`config.mk`:
```
export PLATFORM = sky130hd
export DESIGN_NAME = link_exit_seq
export DESIGN_NICKNAME = d
export VERILOG_FILES = /design/src/rtl/link_seq_pkg.sv /design/src/rtl/lnk_ctrl_regs.sv /design/src/rtl/burst_ctr.sv /design/src/rtl/idle_timer.sv /design/src/rtl/exit_fsm.sv /design/src/rtl/link_exit_seq.sv
export SDC_FILE = /design/constraint.sdc
export NUM_CORES = 1
export LEC_CHECK = 0
export ABC_AREA = 1
export BUFFER_PORTS_ARGS = -buffer_cell sky130_fd_sc_hd__buf_2
export CAP_MARGIN = 10
export CORE_MARGIN = 10
export CORE_UTILIZATION = 55
export CTS_CLUSTER_DIAMETER = 80
export DETAILED_ROUTE_END_ITERATION = 6
export GPL_ROUTABILITY_DRIVEN = 0
export PLACE_DENSITY = 0.78
export REMOVE_ABC_BUFFERS = 1
export SLEW_MARGIN = 25
export SYNTH_ARGS = -nofsm -noshare
export SYNTH_HDL_FRONTEND = slang
export SYNTH_SLANG_ARGS = --single-unit
```
`constraint.sdc`:
```
create_clock -name clk_i -period 3.7 [get_ports clk_i]
set_input_delay 0.555 -clock clk_i [delete_from_list [all_inputs] [get_ports clk_i]]
set_output_delay 0.555 -clock clk_i [all_outputs]
set_load 0.005 [all_outputs]
```
`src/rtl/link_seq_pkg.sv`:
```
package link_seq_pkg;
  typedef enum logic [2:0] {
    LS_L0 = 3'd0, LS_L0S = 3'd1, LS_L1 = 3'd2, LS_RCV = 3'd3, LS_DIS = 3'd4
  } lstate_e;

  typedef enum logic [1:0] {
    OS_NONE = 2'd0, OS_FTS = 2'd1, OS_SKP = 2'd2, OS_TS1 = 2'd3
  } os_e;

  typedef enum logic [2:0] {
    PH_L0, PH_L0S, PH_L1, PH_FTS, PH_SKP, PH_TS1, PH_RCV, PH_DIS
  } phase_e;

  localparam int unsigned REG_W = 16;
  localparam int unsigned B_RCB = 0;
  localparam int unsigned B_DIS = 4;
  localparam int unsigned B_RTR = 5;
  localparam int unsigned B_CC  = 6;
  localparam int unsigned B_EXT = 7;
endpackage

```
`src/rtl/lnk_ctrl_regs.sv`:
```
module lnk_ctrl_regs
  import link_seq_pkg::*;
(
  input  logic             clk_i,
  input  logic             rst_ni,
  input  logic             we_i,
  input  logic [REG_W-1:0] wdata_i,
  output logic [REG_W-1:0] rdata_o,
  output logic             dis_o,
  output logic             ext_o,
  output logic             retrain_o
);
  logic dis_q, cc_q, ext_q;
  logic unused_wbits;

  always_ff @(posedge clk_i or negedge rst_ni) begin
    if (!rst_ni) begin
      dis_q <= 1'b0;
      cc_q  <= 1'b0;
      ext_q <= 1'b0;
    end else if (we_i) begin
      dis_q <= wdata_i[B_DIS];
      cc_q  <= wdata_i[B_CC];
      ext_q <= wdata_i[B_EXT];
    end
  end

  // retrain is write-only: a pulse, never stored
  assign retrain_o = we_i & wdata_i[B_RTR];
  assign dis_o     = dis_q;
  assign ext_o     = ext_q;
  assign unused_wbits = ^{wdata_i[REG_W-1:B_EXT+1], wdata_i[B_DIS-1:0]};

  always_comb begin
    rdata_o        = '0;
    rdata_o[B_DIS] = dis_q;
    rdata_o[B_CC]  = cc_q;
    rdata_o[B_EXT] = ext_q;
  end
endmodule

```
`src/rtl/burst_ctr.sv`:
```
module burst_ctr #(
  parameter int unsigned CNT_W = 12
) (
  input  logic             clk_i,
  input  logic             rst_ni,
  input  logic             load_i,
  input  logic [CNT_W-1:0] load_val_i,
  input  logic             dec_i,
  output logic             last_o
);
  logic [CNT_W-1:0] cnt_q;

  always_ff @(posedge clk_i or negedge rst_ni) begin
    if (!rst_ni)                    cnt_q <= '0;
    else if (load_i)                cnt_q <= load_val_i;
    else if (dec_i && cnt_q != '0)  cnt_q <= cnt_q - 1'b1;
  end

  assign last_o = (cnt_q == '0);
endmodule

```
`src/rtl/idle_timer.sv`:
```
module idle_timer #(
  parameter int unsigned MIN_IDLE = 200
) (
  input  logic clk_i,
  input  logic rst_ni,
  input  logic en_i,
  output logic done_o
);
  localparam int unsigned W = $clog2(MIN_IDLE + 1);
  localparam logic [W-1:0] LIM = W'(MIN_IDLE);

  logic [W-1:0] cnt_q;

  always_ff @(posedge clk_i or negedge rst_ni) begin
    if (!rst_ni)           cnt_q <= '0;
    else if (!en_i)        cnt_q <= '0;
    else if (cnt_q != LIM) cnt_q <= cnt_q + 1'b1;
  end

  assign done_o = (cnt_q == LIM);
endmodule

```
`src/rtl/exit_fsm.sv`:
```
module exit_fsm
  import link_seq_pkg::*;
#(
  parameter int unsigned FTS_LONG  = 4096,
  parameter int unsigned TS1_LONG  = 1024,
  parameter int unsigned NFTS      = 32,
  parameter int unsigned TS1_SHORT = 16,
  parameter int unsigned CNT_W     = 13
) (
  input  logic             clk_i,
  input  logic             rst_ni,
  input  logic             l0s_enter_i,
  input  logic             l1_enter_i,
  input  logic             lp_exit_i,
  input  logic             recov_done_i,
  input  logic             retrain_i,
  input  logic             dis_i,
  input  logic             ext_i,
  input  logic             idle_done_i,
  input  logic             last_i,
  input  logic             ready_i,
  output logic             load_o,
  output logic [CNT_W-1:0] load_val_o,
  output logic             dec_o,
  output logic             os_valid_o,
  output logic [1:0]       os_type_o,
  output logic [2:0]       link_state_o
);
  phase_e ph_q, ph_n;
  logic   pend_q, pend_n;
  logic   acc;

  always_ff @(posedge clk_i or negedge rst_ni) begin
    if (!rst_ni) begin
      ph_q   <= PH_L0;
      pend_q <= 1'b0;
    end else begin
      ph_q   <= ph_n;
      pend_q <= pend_n;
    end
  end

  assign acc = os_valid_o & ready_i;

  always_comb begin
    ph_n       = ph_q;
    pend_n     = pend_q;
    load_o     = 1'b0;
    load_val_o = '0;
    if (dis_i) begin
      ph_n   = PH_DIS;
      pend_n = 1'b0;
    end else begin
      unique case (ph_q)
        PH_L0: begin
          if (retrain_i || pend_q) begin
            ph_n   = PH_RCV;
            pend_n = 1'b0;
          end else if (l1_enter_i)  ph_n = PH_L1;
          else if (l0s_enter_i)     ph_n = PH_L0S;
        end
        PH_L0S: begin
          if (retrain_i) pend_n = 1'b1;
          if (lp_exit_i) begin
            ph_n       = PH_FTS;
            load_o     = 1'b1;
            load_val_o = ext_i ? CNT_W'(FTS_LONG - 1) : CNT_W'(NFTS - 1);
          end
        end
        PH_L1: begin
          if (retrain_i) pend_n = 1'b1;
          if (lp_exit_i) begin
            ph_n       = PH_TS1;
            load_o     = 1'b1;
            load_val_o = ext_i ? CNT_W'(TS1_LONG - 1) : CNT_W'(TS1_SHORT - 1);
          end
        end
        PH_FTS: begin
          if (retrain_i) pend_n = 1'b1;
          if (acc && last_i) ph_n = PH_SKP;
        end
        PH_SKP: begin
          if (retrain_i) pend_n = 1'b1;
          if (acc) ph_n = PH_L0;
        end
        PH_TS1: begin
          if (retrain_i) pend_n = 1'b1;
          if (acc && last_i) begin
            ph_n   = PH_RCV;
            pend_n = 1'b0; // Recovery satisfies a pending retrain
          end
        end
        PH_RCV:  if (recov_done_i) ph_n = PH_L0;
        PH_DIS:  if (idle_done_i)  ph_n = PH_RCV;
        default: ph_n = PH_L0;
      endcase
    end
  end

  always_comb begin
    os_valid_o   = 1'b0;
    os_type_o    = OS_NONE;
    link_state_o = LS_L0;
    unique case (ph_q)
      PH_L0:   link_state_o = LS_L0;
      PH_L0S:  link_state_o = LS_L0S;
      PH_L1:   link_state_o = LS_L1;
      PH_FTS:  begin link_state_o = LS_L0S; os_valid_o = 1'b1; os_type_o = OS_FTS; end
      PH_SKP:  begin link_state_o = LS_L0S; os_valid_o = 1'b1; os_type_o = OS_SKP; end
      PH_TS1:  begin link_state_o = LS_L1;  os_valid_o = 1'b1; os_type_o = OS_TS1; end
      PH_RCV:  link_state_o = LS_RCV;
      PH_DIS:  link_state_o = LS_DIS;
      default: link_state_o = LS_L0;
    endcase
  end

  assign dec_o = acc & ((ph_q == PH_FTS) | (ph_q == PH_TS1));
endmodule

```
`src/rtl/link_exit_seq.sv`:
```
module link_exit_seq
  import link_seq_pkg::*;
#(
  parameter int unsigned FTS_LONG  = 4096,
  parameter int unsigned TS1_LONG  = 1024,
  parameter int unsigned NFTS      = 32,
  parameter int unsigned TS1_SHORT = 16,
  parameter int unsigned MIN_IDLE  = 200
) (
  input  logic        clk_i,
  input  logic        rst_ni,
  input  logic        cfg_we_i,
  input  logic [15:0] cfg_wdata_i,
  output logic [15:0] cfg_rdata_o,
  input  logic        l0s_enter_i,
  input  logic        l1_enter_i,
  input  logic        lp_exit_i,
  input  logic        recov_done_i,
  input  logic        os_ready_i,
  output logic        os_valid_o,
  output logic [1:0]  os_type_o,
  output logic [2:0]  link_state_o
);
  localparam int unsigned MAX_A   = (FTS_LONG > NFTS) ? FTS_LONG : NFTS;
  localparam int unsigned MAX_B   = (TS1_LONG > TS1_SHORT) ? TS1_LONG : TS1_SHORT;
  localparam int unsigned MAX_CNT = (MAX_A > MAX_B) ? MAX_A : MAX_B;
  localparam int unsigned CNT_W   = $clog2(MAX_CNT + 1);

  logic             dis, ext, retrain, idle_done, last, load, dec;
  logic [CNT_W-1:0] load_val;

  lnk_ctrl_regs u_regs (
    .clk_i     (clk_i),
    .rst_ni    (rst_ni),
    .we_i      (cfg_we_i),
    .wdata_i   (cfg_wdata_i),
    .rdata_o   (cfg_rdata_o),
    .dis_o     (dis),
    .ext_o     (ext),
    .retrain_o (retrain)
  );

  burst_ctr #(.CNT_W(CNT_W)) u_ctr (
    .clk_i      (clk_i),
    .rst_ni     (rst_ni),
    .load_i     (load),
    .load_val_i (load_val),
    .dec_i      (dec),
    .last_o     (last)
  );

  idle_timer #(.MIN_IDLE(MIN_IDLE)) u_idle (
    .clk_i  (clk_i),
    .rst_ni (rst_ni),
    .en_i   (link_state_o == LS_DIS),
    .done_o (idle_done)
  );

  exit_fsm #(
    .FTS_LONG (FTS_LONG),
    .TS1_LONG (TS1_LONG),
    .NFTS     (NFTS),
    .TS1_SHORT(TS1_SHORT),
    .CNT_W    (CNT_W)
  ) u_fsm (
    .clk_i        (clk_i),
    .rst_ni       (rst_ni),
    .l0s_enter_i  (l0s_enter_i),
    .l1_enter_i   (l1_enter_i),
    .lp_exit_i    (lp_exit_i),
    .recov_done_i (recov_done_i),
    .retrain_i    (retrain),
    .dis_i        (dis),
    .ext_i        (ext),
    .idle_done_i  (idle_done),
    .last_i       (last),
    .ready_i      (os_ready_i),
    .load_o       (load),
    .load_val_o   (load_val),
    .dec_o        (dec),
    .os_valid_o   (os_valid_o),
    .os_type_o    (os_type_o),
    .link_state_o (link_state_o)
  );
endmodule

```
# After elaboration in Yosys (flattened, before gate mapping)
# Index checks and enable logic that the tools add are counted.
# totals
reg_bits	28
in_bits	24
out_inout_bits	22
wordCells	81
# op_classes
addsub	2
n_eq_ne	20
mux	33
bitwise	4
n_reduce_logical	15
# ops
operator	n
13-bit 2-to-1 mux	5
3-bit 2-to-1 mux	11
13-bit one-hot mux with 2 select lines	1
3-bit one-hot mux with 8 select lines	1
8-bit 2-to-1 mux	2
3-bit equality test (second input constant)	5
3-bit one-hot mux with 5 select lines	1
13-bit zero test	1
13-bit nonzero test	1
13-bit by 1-bit subtractor with 13-bit output (second input constant)	1
12-bit 2-to-1 mux	1
3-bit by 2-bit != test with 1-bit output (second input constant)	4
3-bit != test (second input constant)	4
10-bit 2-to-1 mux	1
8-bit by 1-bit adder with 8-bit output (second input constant)	1
8-bit equality test (second input constant)	1
1-bit 2-to-1 mux	8
8-bit != test (second input constant)	1
8-bit AND reduction	1
3-bit by 2-bit equality test with 1-bit output (second input constant)	2
2-bit one-hot mux with 3 select lines	1
3-bit OR reduction	2
5-bit by 4-bit != test with 1-bit output (second input constant)	1
4-bit nonzero test	1
other kinds (12)	16

# Depth between registers and ports, before layout
# Gate-level depths: netlist of the first run.
# depth
depth_word	8
depth_mapped	11
depth_no_buf	11

# By module
# A second synthesis of the first run with hierarchy kept.
# hier_totals
hier_cells	348
area_unflattened_um2	2322.2
# by_module_without_submodules
module	instances	cells_each	area_per_inst_um2	seq_area_each_um2
burst_ctr	1	152	1011.0	325.3
exit_fsm	1	105	610.6	100.1
idle_timer	1	56	442.9	200.2
lnk_ctrl_regs	1	32	244.0	75.1
link_exit_seq	1	3	13.8	0.0

# Worst setup path before layout of the first run
# No wires, ideal clock.
# synth_timing
path_type	register to register
from	register u_fsm.ph_q[2]
to	register u_ctr.cnt_q[12]
setup_time_ps	118
arrival_time_ps	1296
t_required_ps	3582
setup_slack_ps	2286
path_stages_with_launch	10
path_buffers	1
synth_period_minus_slack_ps	1414
cell_sequence	dfrtp_1 > buf_6 > inv_2 > nand3_2 > a21oi_2 > nand3_4 > nand2_4 > inv_4 > nand2_1 > o21ai_2
# synth_via
elab_chain_cells	7
elab_cells_between_ends	18
cone_classes	eq/ne: 5; mux: 6; bitwise: 3; reduce/logical: 4
# synth_rtl
item	line	text
from (decl)	exit_fsm.sv:29	phase_e ph_q, ph_n;
from (signal assigned)	exit_fsm.sv:38	ph_q <= ph_n;
3-bit equality test, or another cell as far along	exit_fsm.sv:104	unique case (ph_q)
3-bit OR reduction (no source line)	--	
1-bit 2-to-1 mux	exit_fsm.sv:104	
1-bit bitwise AND	exit_fsm.sv:43	assign acc = os_valid_o & ready_i;
1-bit bitwise AND	exit_fsm.sv:117	assign dec_o = acc & ((ph_q == PH_FTS) | (ph_q == PH_TS1));
1-bit logical AND	burst_ctr.sv:16	else if (dec_i && cnt_q != '0) cnt_q <= cnt_q - 1'b1;
2-bit nonzero test (no source line)	--	
to (signal assigned)	burst_ctr.sv:15	else if (load_i) cnt_q <= load_val_i;
to (signal assigned)	burst_ctr.sv:16	
to (decl)	burst_ctr.sv:11	logic [CNT_W-1:0] cnt_q;
# Parallel ways exist; a longest one is shown, timed or not.
# A chain may end at the register's enable or synchronous reset.

# Final worst setup path of the first run
# layout_timing
from	register u_fsm.ph_q[2]
to	output os_type_o[0]
# layout_via
elab_chain_cells	2
elab_cells_between_ends	4
cone_classes	eq/ne: 3; mux: 1
# layout_rtl
item	line	text
3-bit equality test or 3-bit by 2-bit equality test with 1-bit output (tied branches)	exit_fsm.sv:104	
2-bit one-hot mux with 3 select lines *	exit_fsm.sv:104	
to (decl)	link_exit_seq.sv:21	output logic [1:0] os_type_o,
# Mark *: on every way between the ends. The rest lies on a longest branch, timed or not.

==> metrics, run 1 <==
status=finished, final reports clean; Final Hold Viols=0; violation count after the first detailed-routing iteration=102; setup ws final=1.67 ns; part of the cycle the worst path needs=54.8%; Power Dens Cells=651 mW/mm^2; sequential-to-total area share from yosys stat=33.6%; top post-synthesis cells by area=sky130_fd_sc_hd__dfrtp_1 (34%), sky130_fd_sc_hd__nand2_1 (18%), sky130_fd_sc_hd__nor2_1 (7.6%), sky130_fd_sc_hd__buf_4 (6.1%), sky130_fd_sc_hd__inv_1 (5.4%); Finish-stage setup viols=0; fraction of post-synthesis cell area in the top cell type by area=33.6%; post-synth cell types=33; die width=81.6 microns; residual DRC count=0; CTS Buffer Depth=2; Net count, final=356; average via count per standard cell=5.14; CTS tree=yes; setup slack at placement=1.98 ns; maximum fanout along the worst path=8; clock tree skew after final layout=0.00254 ns; via count=1928; RSZ-0062 raised after global routing=no; wire length on met2=2.03 mm; post-cts repair resize count=0; most used standard cell by instance count after synthesis=sky130_fd_sc_hd__nand2_1; post-layout minimum cycle time=2.03 ns; top flip-flop cell by instance count after synthesis=sky130_fd_sc_hd__dfrtp_1; headroom to the max-slew limit=59.5%; floorplan core area=0.00366 sq mm; leakage dissipation=1.20 nW; GRT Residual Overflow=0; CTS clk-pin slew, worst paths=0.10 ns; worst setup path category=reg -> out; number of H-tree levels=1; I/O pin count=46; warnings from Yosys=0; top metal layer carrying routed signals=met4; full die area=0.00666 sq mm; antenna-violating nets left=0; Final Routed Wirelength=4.45 mm; Post-CTS Repair Setup Buffers=0; hold bufs inserted after CTS=0; number of instances in the synthesized netlist=311; cell type with the highest aggregate area in the netlist=sky130_fd_sc_hd__dfrtp_1; number of global-route vias before repair=1748; clock latency on the worst-skew pair=0.27 ns; capturing element type of the critical path=output pin; Inserted Clock Buffers=3; flop and latch count out of synthesis=28; peak supply drop=0.000332 V; largest net degree at the start of global routing=29; clock root buffer=sky130_fd_sc_hd__clkbuf_8; total of max-cap violations=0; critical path data required time=3.14 ns; met3 wirelength from detailed routing=345 microns; Initial Utilization=57.0%; share of the core filled with cells in the final layout=59.8%; Die Span Y=81.6 microns; diode insertion count for antenna repair=0; clock sinks=28; share of synthesized registers carrying an async set or reset=100%; initial antenna violation count=0; first-pass GRT wire length=7.63 mm; DRT met1 WL=2.02 mm; final slew viol count=0; sum of negative setup slack=0 ns; Site Rows=22; ratio of cells with drive above 1 in the final layout=14.1%; arrival time of data at the critical path endpoint=1.47 ns; Critical Path Start Type=flop; path class of the lowest-slack min-delay path=in -> async; combined area of all synthesized cells=0.00209 sq mm; worst slew pin tran=0.607 ns; average instance area after synthesis=6.71 sq um; post-DR wirelength/cell=11.9 microns; Fmax achieved=493 MHz; Overall Power=1.43 mW; Synth top cells by count=sky130_fd_sc_hd__nand2_1 (99), sky130_fd_sc_hd__nor2_1 (42), sky130_fd_sc_hd__inv_1 (30); Post-Route Hold Slack=0.275 ns; post-detail-place hpwl=3.44 mm; all-layer global routing usage=13.9%; area growth from synthesis to final layout=5.04%; Post-synth EDFFs=0; input/output buffers=20; iteration count of the initial detailed-routing pass=4
-- through the flow --
step | cells | cell area [sq um]
floorplan | 303 | 1980
global placement | 371 | 2140
detailed placement | 371 | 2140
CTS | 375 | 2190
global route | 375 | 2190
finish | 375 | 2190
-- power by group --
part / switching (mW) / internal [mW] / total [mW]
logic: 0.488 / 0.256 / 0.744
clock network: 0.0980 / 0.0954 / 0.193
registers: 0.104 / 0.385 / 0.490
-- layer usage --
metal	up-vias	track usage (%)
li1	993	-
met2	69	23.1
met1	862	17.6
met3	4	3.49
met4	0	3.57
met5	-	0
-- critical path, cell delays in order, from the launching register on --
cell	delay, ns
sky130_fd_sc_hd__dfrtp_1	0.51
sky130_fd_sc_hd__inv_2	0.15
sky130_fd_sc_hd__nand3_2	0.16
sky130_fd_sc_hd__nand2_1	0.23
sky130_fd_sc_hd__buf_2	0.15
-- cells in the final DEF (no fill, tap or decap), drive strengths merged --
| cell | count |
|---|---|
| nand2 | 103 |
| nor2 | 44 |
| inv | 35 |
| dfrtp | 28 |
| nand3 | 26 |
| buf | 20 |
| o21ai | 20 |
| conb | 13 |
| nand4 | 8 |
| a21oi | 6 |
| nor3 | 5 |
| ha | 4 |
| clkbuf | 4 |
| mux2 | 2 |
| nor4 | 1 |
| clkinv | 1 |
| nand3b | 1 |
| xor2 | 1 |
| a31oi | 1 |
| o22ai | 1 |
| a21boi | 1 |
| or2 | 1 |
| o21a | 1 |
-- cell type report --
class                   instances  area (sq um)
flip-flops and latches         28           701
multi-input cells             239          1130
repair buffers                 20           100
fillers                       327          1470
well taps                      48          60.1
inverters                      36           140
clock buffers                   4          55.1
-- sequential cells by signal, indices dropped and copies added, names as in the netlist --
name          cells
u_ctr.cnt_q      13
u_fsm.pend_q      1
u_fsm.ph_q        3
u_idle.cnt_q      8
u_regs.cc_q       1
u_regs.dis_o      1
u_regs.ext_o      1
-- final timing paths --
| path | cells past startpoint | start | slack (ns) | endpoint |
|---|---|---|---|---|
| min reg2reg | 2 | u_fsm.pend_q$_DFFE_PN0P_ | 0.50 | u_fsm.pend_q$_DFFE_PN0P_ |
| min | 1 | rst_ni | 0.27 | u_idle.cnt_q[1]$_DFFE_PN0P_ |
| max in group asynchronous | 1 | rst_ni | 3.03 | u_ctr.cnt_q[12]$_DFFE_PN0P_ |
| max | 4 | u_fsm.ph_q[2]$_DFFE_PN0P_ | 1.67 | os_type_o[0] |
| min in group clk_i | 3 | cfg_wdata_i[4] | 0.49 | u_regs.dis_o$_DFFE_PN0P_ |
| max reg2reg | 8 | u_fsm.ph_q[2]$_DFFE_PN0P_ | 1.93 | u_ctr.cnt_q[12]$_DFFE_PN0P_ |
-- cell families (layout without fill, tap and decap cells) --
kind of cell    count (synthesis)  after routing  share of synthesized area, %
xor+xnor                        1              1                         0.420
simple gates                  189            189                          39.9
compound gates                 30             30                          8.28
flops                          28             28                          33.6
buf+inv                        56             60                          14.2
mux                             2              2                          1.08
fa+ha+maj                       4              4                          2.40
other cells                     1             13                         0.180
Note: power is estimated with default switching activity, not from simulation.
==> inputs of run 2 (changes only) <==
--- a/config.mk
+++ b/config.mk
@@ -9,11 +9,11 @@
 export BUFFER_PORTS_ARGS = -buffer_cell sky130_fd_sc_hd__buf_2
 export CAP_MARGIN = 10
 export CORE_MARGIN = 10
-export CORE_UTILIZATION = 55
+export CORE_UTILIZATION = 49
 export CTS_CLUSTER_DIAMETER = 80
 export DETAILED_ROUTE_END_ITERATION = 6
 export GPL_ROUTABILITY_DRIVEN = 0
-export PLACE_DENSITY = 0.78
+export PLACE_DENSITY = 0.73
 export REMOVE_ABC_BUFFERS = 1
 export SLEW_MARGIN = 25
 export SYNTH_ARGS = -nofsm -noshare
==> constraint.sdc (replaced) <==
create_clock -name clk_i -period 1.8 [get_ports clk_i]
set_input_delay 0.27 -clock clk_i [delete_from_list [all_inputs] [get_ports clk_i]]
set_output_delay 0.27 -clock clk_i [all_outputs]
set_load 0.005 [all_outputs]
==> run 2 against run 1 <==
Compared with the run above:
- the flow now finishes with violations (hold timing)
- sequential power is 100% higher
- die area is 9.2% higher
- clock-buffer cell count shrank 1
- total power is 120% higher
- flip-flop and latch count unchanged
==> metrics, run 2 (synthesized netlist as in run 1, its figures left out) <==
status=complete, but fails checks; violated checks=hold timing; average via count per standard cell=5.08 (-1.3%); path class of the lowest-slack min-delay path=in -> async; critical path data required time=1.53 ns (-1.61 ns); number of H-tree levels=1 (unchanged); clock share of power=16.1% (+2.6 points); Post-CTS Repair Setup Buffers=0 (unchanged); Initial Utilization=51.4% (-5.6 points); internal power=1.70 mW (+130%); RSZ-0062 raised after global routing=no; via count=1944 (+0.83%); final slew viol count=0 (unchanged); share of the core filled with cells in the final layout=55.8% (-4.1 points); worst setup path category=reg -> out; most frequent standard cell in the layout excluding fill and tap cells=sky130_fd_sc_hd__nand2_1; full die area=0.00727 sq mm (+9.2%); capturing element type of the critical path=output pin; Fmax achieved=609 MHz; Die Span Y=85.2 microns (+4.5%); post-detail-place hpwl=3.49 mm (+1.4%); registers with the most flip-flops=u_ctr.cnt_q (13), u_idle.cnt_q (8), u_fsm.ph_q (3); clock root buffer=sky130_fd_sc_hd__clkbuf_8; part of the cycle the worst path needs=91.2%; top register by number of flip-flops=u_ctr.cnt_q; GRT Residual Overflow=0 (unchanged); largest net degree at the start of global routing=29 (unchanged); endpoint of the worst-slack reg-to-reg timing path=u_ctr.cnt_q[12]$_DFFE_PN0P_; clock latency on the worst-skew pair=0.28 ns (about the same); sequential group share of total power=32.0% (-2.3 points); clock sinks=28 (unchanged); crit-path leading delay family=flip-flops; Net count, final=362 (+1.7%); Post-Route Hold Slack=-0.00750 ns (-0.282 ns); sum of negative setup slack=0 ns (unchanged); CTS Buffer Depth=2 (unchanged); Switch Pwr=1.44 mW (+110%); initial antenna violation count=0 (unchanged); Power Dens Cells=1380 mW/mm^2 (+110%); total of max-cap violations=0 (unchanged); CTS clk-pin slew, worst paths=0.10 ns (about the same); Final Routed Wirelength=4.41 mm (-0.85%); fraction of power spent switching nets=45.8% (-2.5 points); residual DRC count=0 (unchanged); diode insertion count for antenna repair=0 (unchanged); longest individual stage delay on the worst path=0.49 ns (-0.02 ns); clock tree skew after final layout=0.00394 ns (+0.00140 ns); floorplan core area=0.00406 sq mm (+11%); Reg-to-Reg Start=u_fsm.ph_q[2]$_DFFE_PN0P_; number of global-route vias before repair=1802 (+3.1%); ratio of cells with drive above 1 in the final layout=16.8% (+2.7 points); area growth from synthesis to final layout=8.46%; leakage dissipation=1.23 nW (+2.9%); number of cells traversed by the worst register-to-register path=8 (unchanged); die width=85.2 microns (+4.5%); Critical Path Start Type=flop; Overall Power=3.13 mW (+120%); all-layer global routing usage=12.6% (-1.2 points); relative contribution of combinational cells to total power=51.9% (-0.2 points); input/output buffers=20 (unchanged); layout filler cell count=401 (+23%); Final Hold Viols=9 (+9); Site Rows=23 (+4.5%); post-DR wirelength/cell=11.5 microns (-2.9%); headroom to the max-slew limit=58.1% (-1.4 points); peak supply drop=0.000691 V (+110%); CP Buf/Inv Count=2 (unchanged); CTS tree=yes; library cell contributing the largest single delay on the critical path=sky130_fd_sc_hd__dfrtp_2; antenna-violating nets left=0 (unchanged); first-pass GRT wire length=7.99 mm (+4.7%); Finish-stage setup viols=0 (unchanged); arrival time of data at the critical path endpoint=1.37 ns (-0.10 ns); flip-flop count of the largest register after layout=13 (unchanged); post-layout minimum cycle time=1.64 ns; worst slew pin tran=0.628 ns (+0.0204 ns); maximum fanout along the worst path=8 (unchanged); ordered cell list for the critical path=inv_2 -> nand3_2 -> nand2_1 -> buf_2; Inserted Clock Buffers=3 (unchanged); worst setup slack for register-to-register paths=0.17 ns (-1.76 ns); highest-count cells in the layout ignoring fill and taps=sky130_fd_sc_hd__nand2_1 (99), sky130_fd_sc_hd__nor2_1 (40), sky130_fd_sc_hd__inv_1 (30); violation count after the first detailed-routing iteration=82 (-20%); I/O pin count=46 (unchanged); iteration count of the initial detailed-routing pass=4 (unchanged)
## run 2: cell count changes in the layout (fill, tap and decap cells not counted), sizes merged
cell,previous run,this run
clkbuf,4,3
bufinv,0,1
buf,20,26
## run 2: cell type report
| class | count | area [sq um] | area share [%] |
|---|---|---|---|
| Multi-Input combinational cell | 239 | 1140 | 50.4 |
| Sequential cell | 28 | 703 | 31.1 |
| Timing Repair Buffer | 26 | 145 | 6.42 |
| Inverter | 36 | 140 | 6.19 |
| Tap cell | 50 | 62.6 | 2.77 |
| Clock buffer | 3 | 41.3 | 1.83 |
| Clock inverter | 1 | 30.0 | 1.33 |
## run 2: through the flow
| stage | instance area (sq um) | instances | hold slack (ns) | worst slack, ns |
|---|---|---|---|---|
| after floorplan | 1980 | 303 | -0.0256 | 0.350 |
| after global placement | 2180 | 379 | 0.341 | 0.166 |
| after detailed placement | 2180 | 379 | 0.336 | 0.156 |
| after CTS | 2250 | 383 | 0.0213 | 0.0844 |
| after global routing | 2260 | 383 | 0.0316 | 0.0132 |
| final | 2260 | 383 | -0.00750 | 0.158 |
## run 2: worst max-delay path by stage
stage,start,end,slack (ns),cells after the start
global placement,u_fsm.ph_q[2]$_DFFE_PN0P_,u_ctr.cnt_q[12]$_DFFE_PN0P_,0.17,8
floorplan,u_fsm.ph_q[1]$_DFFE_PN0P_,u_ctr.cnt_q[12]$_DFFE_PN0P_,0.35,9
CTS,u_fsm.ph_q[2]$_DFFE_PN0P_,os_type_o[0],0.08,5
detailed placement,u_fsm.ph_q[2]$_DFFE_PN0P_,u_ctr.cnt_q[12]$_DFFE_PN0P_,0.16,8
finish,u_fsm.ph_q[2]$_DFFE_PN0P_,os_type_o[0],0.16,4
global route,u_fsm.ph_q[2]$_DFFE_PN0P_,u_ctr.cnt_q[11]$_DFFE_PN0P_,0.01,9
## run 2: timing repair
action                     in CTS  in global routing
setup endpoints to repair       0                  8
hold buffers                    0                  0
resized for setup               0                  4
## run 2: power groups by stage
stage                     clock, mW  combinational [mW]  sequential (mW)
after floorplan                   0                1.15            0.963
after global placement            0                1.58             1.00
after detailed placement          0                1.61             1.00
after CTS                     0.522                1.62            0.992
after global routing          0.550                1.88             1.03
final                         0.505                1.63             1.00
## run 2: layer usage
layer / GRT usage [%] / vias to the layer above / routed length [microns]
met2: 20.4 / 40 / 2050
met4: 4.49 / 0 / 60
li1: - / 1004 / -
met3: 2.77 / 6 / 190
met1: 16.1 / 894 / 2110
met5: 0 / - / 0
==> inputs of run 3 (changes only) <==
--- a/config.mk
+++ b/config.mk
@@ -8,12 +8,14 @@
 export ABC_AREA = 1
 export BUFFER_PORTS_ARGS = -buffer_cell sky130_fd_sc_hd__buf_2
 export CAP_MARGIN = 10
+export CELL_PAD_IN_SITES_DETAIL_PLACEMENT = 0
+export CELL_PAD_IN_SITES_GLOBAL_PLACEMENT = 1
 export CORE_MARGIN = 10
-export CORE_UTILIZATION = 49
+export CORE_UTILIZATION = 34
 export CTS_CLUSTER_DIAMETER = 80
 export DETAILED_ROUTE_END_ITERATION = 6
 export GPL_ROUTABILITY_DRIVEN = 0
-export PLACE_DENSITY = 0.73
+export PLACE_DENSITY = 0.72
 export REMOVE_ABC_BUFFERS = 1
 export SLEW_MARGIN = 25
 export SYNTH_ARGS = -nofsm -noshare
==> run 3 against run 2 <==
Compared with the run above:
- the run now ends clean
- setup slack got worse by 0.0045 ns
- clock power shrank 19%
- worst hold slack improved by 0.027 ns
- clock-buffer cell count is 1 higher
- register-to-register slack about the same
- sequential power about the same
- core utilization down 17 points
- final cell count grew 8.1%
- clock skew about the same
- maximum frequency decreased by 0.27%
- wire length rose by 12%
- first-iteration DRC count is 29% higher
- largest power group unchanged
- highest routed layer unchanged
==> metrics, run 3 (synthesized netlist as in run 1, its figures left out) <==
non-filler instance count after layout=414 (+8.1%); share of the core filled with cells in the final layout=38.9% (-17 points); worst setup path category=reg -> out; Inserted Clock Buffers=3 (unchanged); clock latency on the worst-skew pair=0.28 ns (about the same); arrival time of data at the critical path endpoint=1.38 ns (about the same); all-layer global routing usage=9.76% (-2.9 points); Final Hold Viols=0 (-9); Initial Utilization=35.0% (-16 points); Overall Power=3.12 mW (-0.41%); path class of the lowest-slack min-delay path=in -> async; CTS Buffer Depth=2 (unchanged); setup ws final=0.154 ns (-0.00445 ns); total of max-cap violations=0 (unchanged); cell area after placement=0.00226 sq mm (+3.5%); Critical Path Start Type=flop; critical path data required time=1.53 ns (about the same); flip-flop count of the largest register after layout=13 (unchanged); Finish-stage setup viols=0 (unchanged); CTS tree=yes; DRT met1 WL=2.37 mm (+12%); status=finished, final reports clean; post-cts repair resize count=0 (unchanged); diode insertion count for antenna repair=0 (unchanged); most frequent standard cell in the layout excluding fill and tap cells=sky130_fd_sc_hd__nand2_1; top register by number of flip-flops=u_ctr.cnt_q; Die Span Y=98.3 microns (+15%); initial antenna violation count=0 (unchanged); wire length on met2=2.28 mm (+11%); Final Routed Wirelength=4.95 mm (+12%); residual DRC count=0 (unchanged); RSZ-0062 raised after global routing=no; post-detail-place hpwl=3.90 mm (+12%); sum of negative setup slack=0 ns (unchanged); post-layout minimum cycle time=1.65 ns (+0.00445 ns); capturing element type of the critical path=output pin; GRT Residual Overflow=0 (unchanged); peak supply drop=0.000599 V (-13%); part of the cycle the worst path needs=91.4% (+0.25 points); design area=0.00232 sq mm (+2.5%); Site Rows=28 (+22%); antenna-violating nets left=0 (unchanged); iteration count of the initial detailed-routing pass=4 (unchanged); highest-count cells in the layout ignoring fill and taps=sky130_fd_sc_hd__nand2_1 (99), sky130_fd_sc_hd__nor2_1 (42), sky130_fd_sc_hd__inv_1 (30); hold bufs inserted after CTS=0 (unchanged); full die area=0.00967 sq mm (+33%); clock sinks=28 (unchanged); input/output buffers=20 (unchanged); headroom to the max-slew limit=54.4% (-3.8 points); die width=98.3 microns (+15%); leakage dissipation=1.26 nW (+2.1%); met3 wirelength from detailed routing=239 microns (+26%); I/O pin count=46 (unchanged); Post-Route Hold Slack=0.0196 ns (+0.0271 ns); clock tree skew after final layout=0.00349 ns (-0.000455 ns); placed cells=410 (+8.2%); average via count per standard cell=4.64 (-8.7%); registers with the most flip-flops=u_ctr.cnt_q (13), u_idle.cnt_q (8), u_fsm.ph_q (3); Post-CTS Repair Setup Buffers=0 (unchanged); number of global-route vias before repair=1834 (+1.8%); violation count after the first detailed-routing iteration=106 (+29%); Fmax achieved=607 MHz (-0.27%); first-pass GRT wire length=8.27 mm (+3.5%); post-DR wirelength/cell=12.0 microns (+3.7%); via count=1919 (-1.3%); CTS clk-pin slew, worst paths=0.10 ns (about the same); layout filler cell count=657 (+64%); Power Dens Cells=1340 mW/mm^2 (-2.9%); floorplan core area=0.00596 sq mm (+47%); final slew viol count=0 (unchanged); largest net degree at the start of global routing=29 (unchanged); worst slew pin tran=0.685 ns (+0.0567 ns); area growth from synthesis to final layout=11.2%; maximum fanout along the worst path=6 (-2); setup slack at placement=0.191 ns (+0.0348 ns); Net count, final=368 (+1.7%); clock root buffer=sky130_fd_sc_hd__clkbuf_8; number of H-tree levels=1 (unchanged); top metal layer carrying routed signals=met4; ratio of cells with drive above 1 in the final layout=17.4% (+0.59 points)
-- run 3: cell count changes in the layout (fill, tap and decap cells not counted) --
cell | previous run | this run
sky130_fd_sc_hd__buf_4 | 6 | 12
sky130_fd_sc_hd__dfrtp_1 | 26 | 28
sky130_fd_sc_hd__nor2_1 | 40 | 42
sky130_fd_sc_hd__nor3_2 | 0 | 1
sky130_fd_sc_hd__clkbuf_8 | 3 | 4
sky130_fd_sc_hd__dfrtp_2 | 2 | 0
sky130_fd_sc_hd__nor2_2 | 4 | 2
sky130_fd_sc_hd__bufinv_16 | 1 | 0
sky130_fd_sc_hd__nor3_1 | 5 | 4
-- run 3: layer usage --
layer  vias to the layer above  GRT usage, %
li1                       1011             -
met1                       858          12.5
met2                        46          16.0
met3                         4          1.97
met4                         0          2.98
met5                         -             0
-- run 3: final timing paths --
path,start,to,slack [ns],cells after the start
max,u_fsm.ph_q[2]$_DFFE_PN0P_,os_type_o[0],0.15,4
min,rst_ni,u_regs.ext_o$_DFFE_PN0P_,0.02,1
max reg2reg,u_fsm.ph_q[2]$_DFFE_PN0P_,u_ctr.cnt_q[12]$_DFFE_PN0P_,0.18,8
min reg2reg,u_fsm.pend_q$_DFFE_PN0P_,u_fsm.pend_q$_DFFE_PN0P_,0.50,2
max in group asynchronous,rst_ni,u_fsm.ph_q[2]$_DFFE_PN0P_,1.34,1
min in group clk_i,cfg_wdata_i[4],u_regs.dis_o$_DFFE_PN0P_,0.20,3
-- run 3: report_power, final --
part	switching, mW	internal [mW]
Clock	0.212	0.196
Combinational	1.08	0.645
Sequential	0.193	0.793
-- run 3: critical path, stage by stage, from the launching register on --
cell	delay, ns
sky130_fd_sc_hd__dfrtp_1	0.47
sky130_fd_sc_hd__inv_2	0.13
sky130_fd_sc_hd__nand3_2	0.14
sky130_fd_sc_hd__nand2_1	0.21
sky130_fd_sc_hd__buf_2	0.15
-- run 3: layout make-up --
cell class,count,area (sq um),area share (%)
repair buffers,32,190,8.20
clock buffers,4,55.1,2.37
multi-input cells,239,1140,49.1
flip-flops and latches,28,701,30.2
inverters,36,140,6.04
well taps,75,93.8,4.05
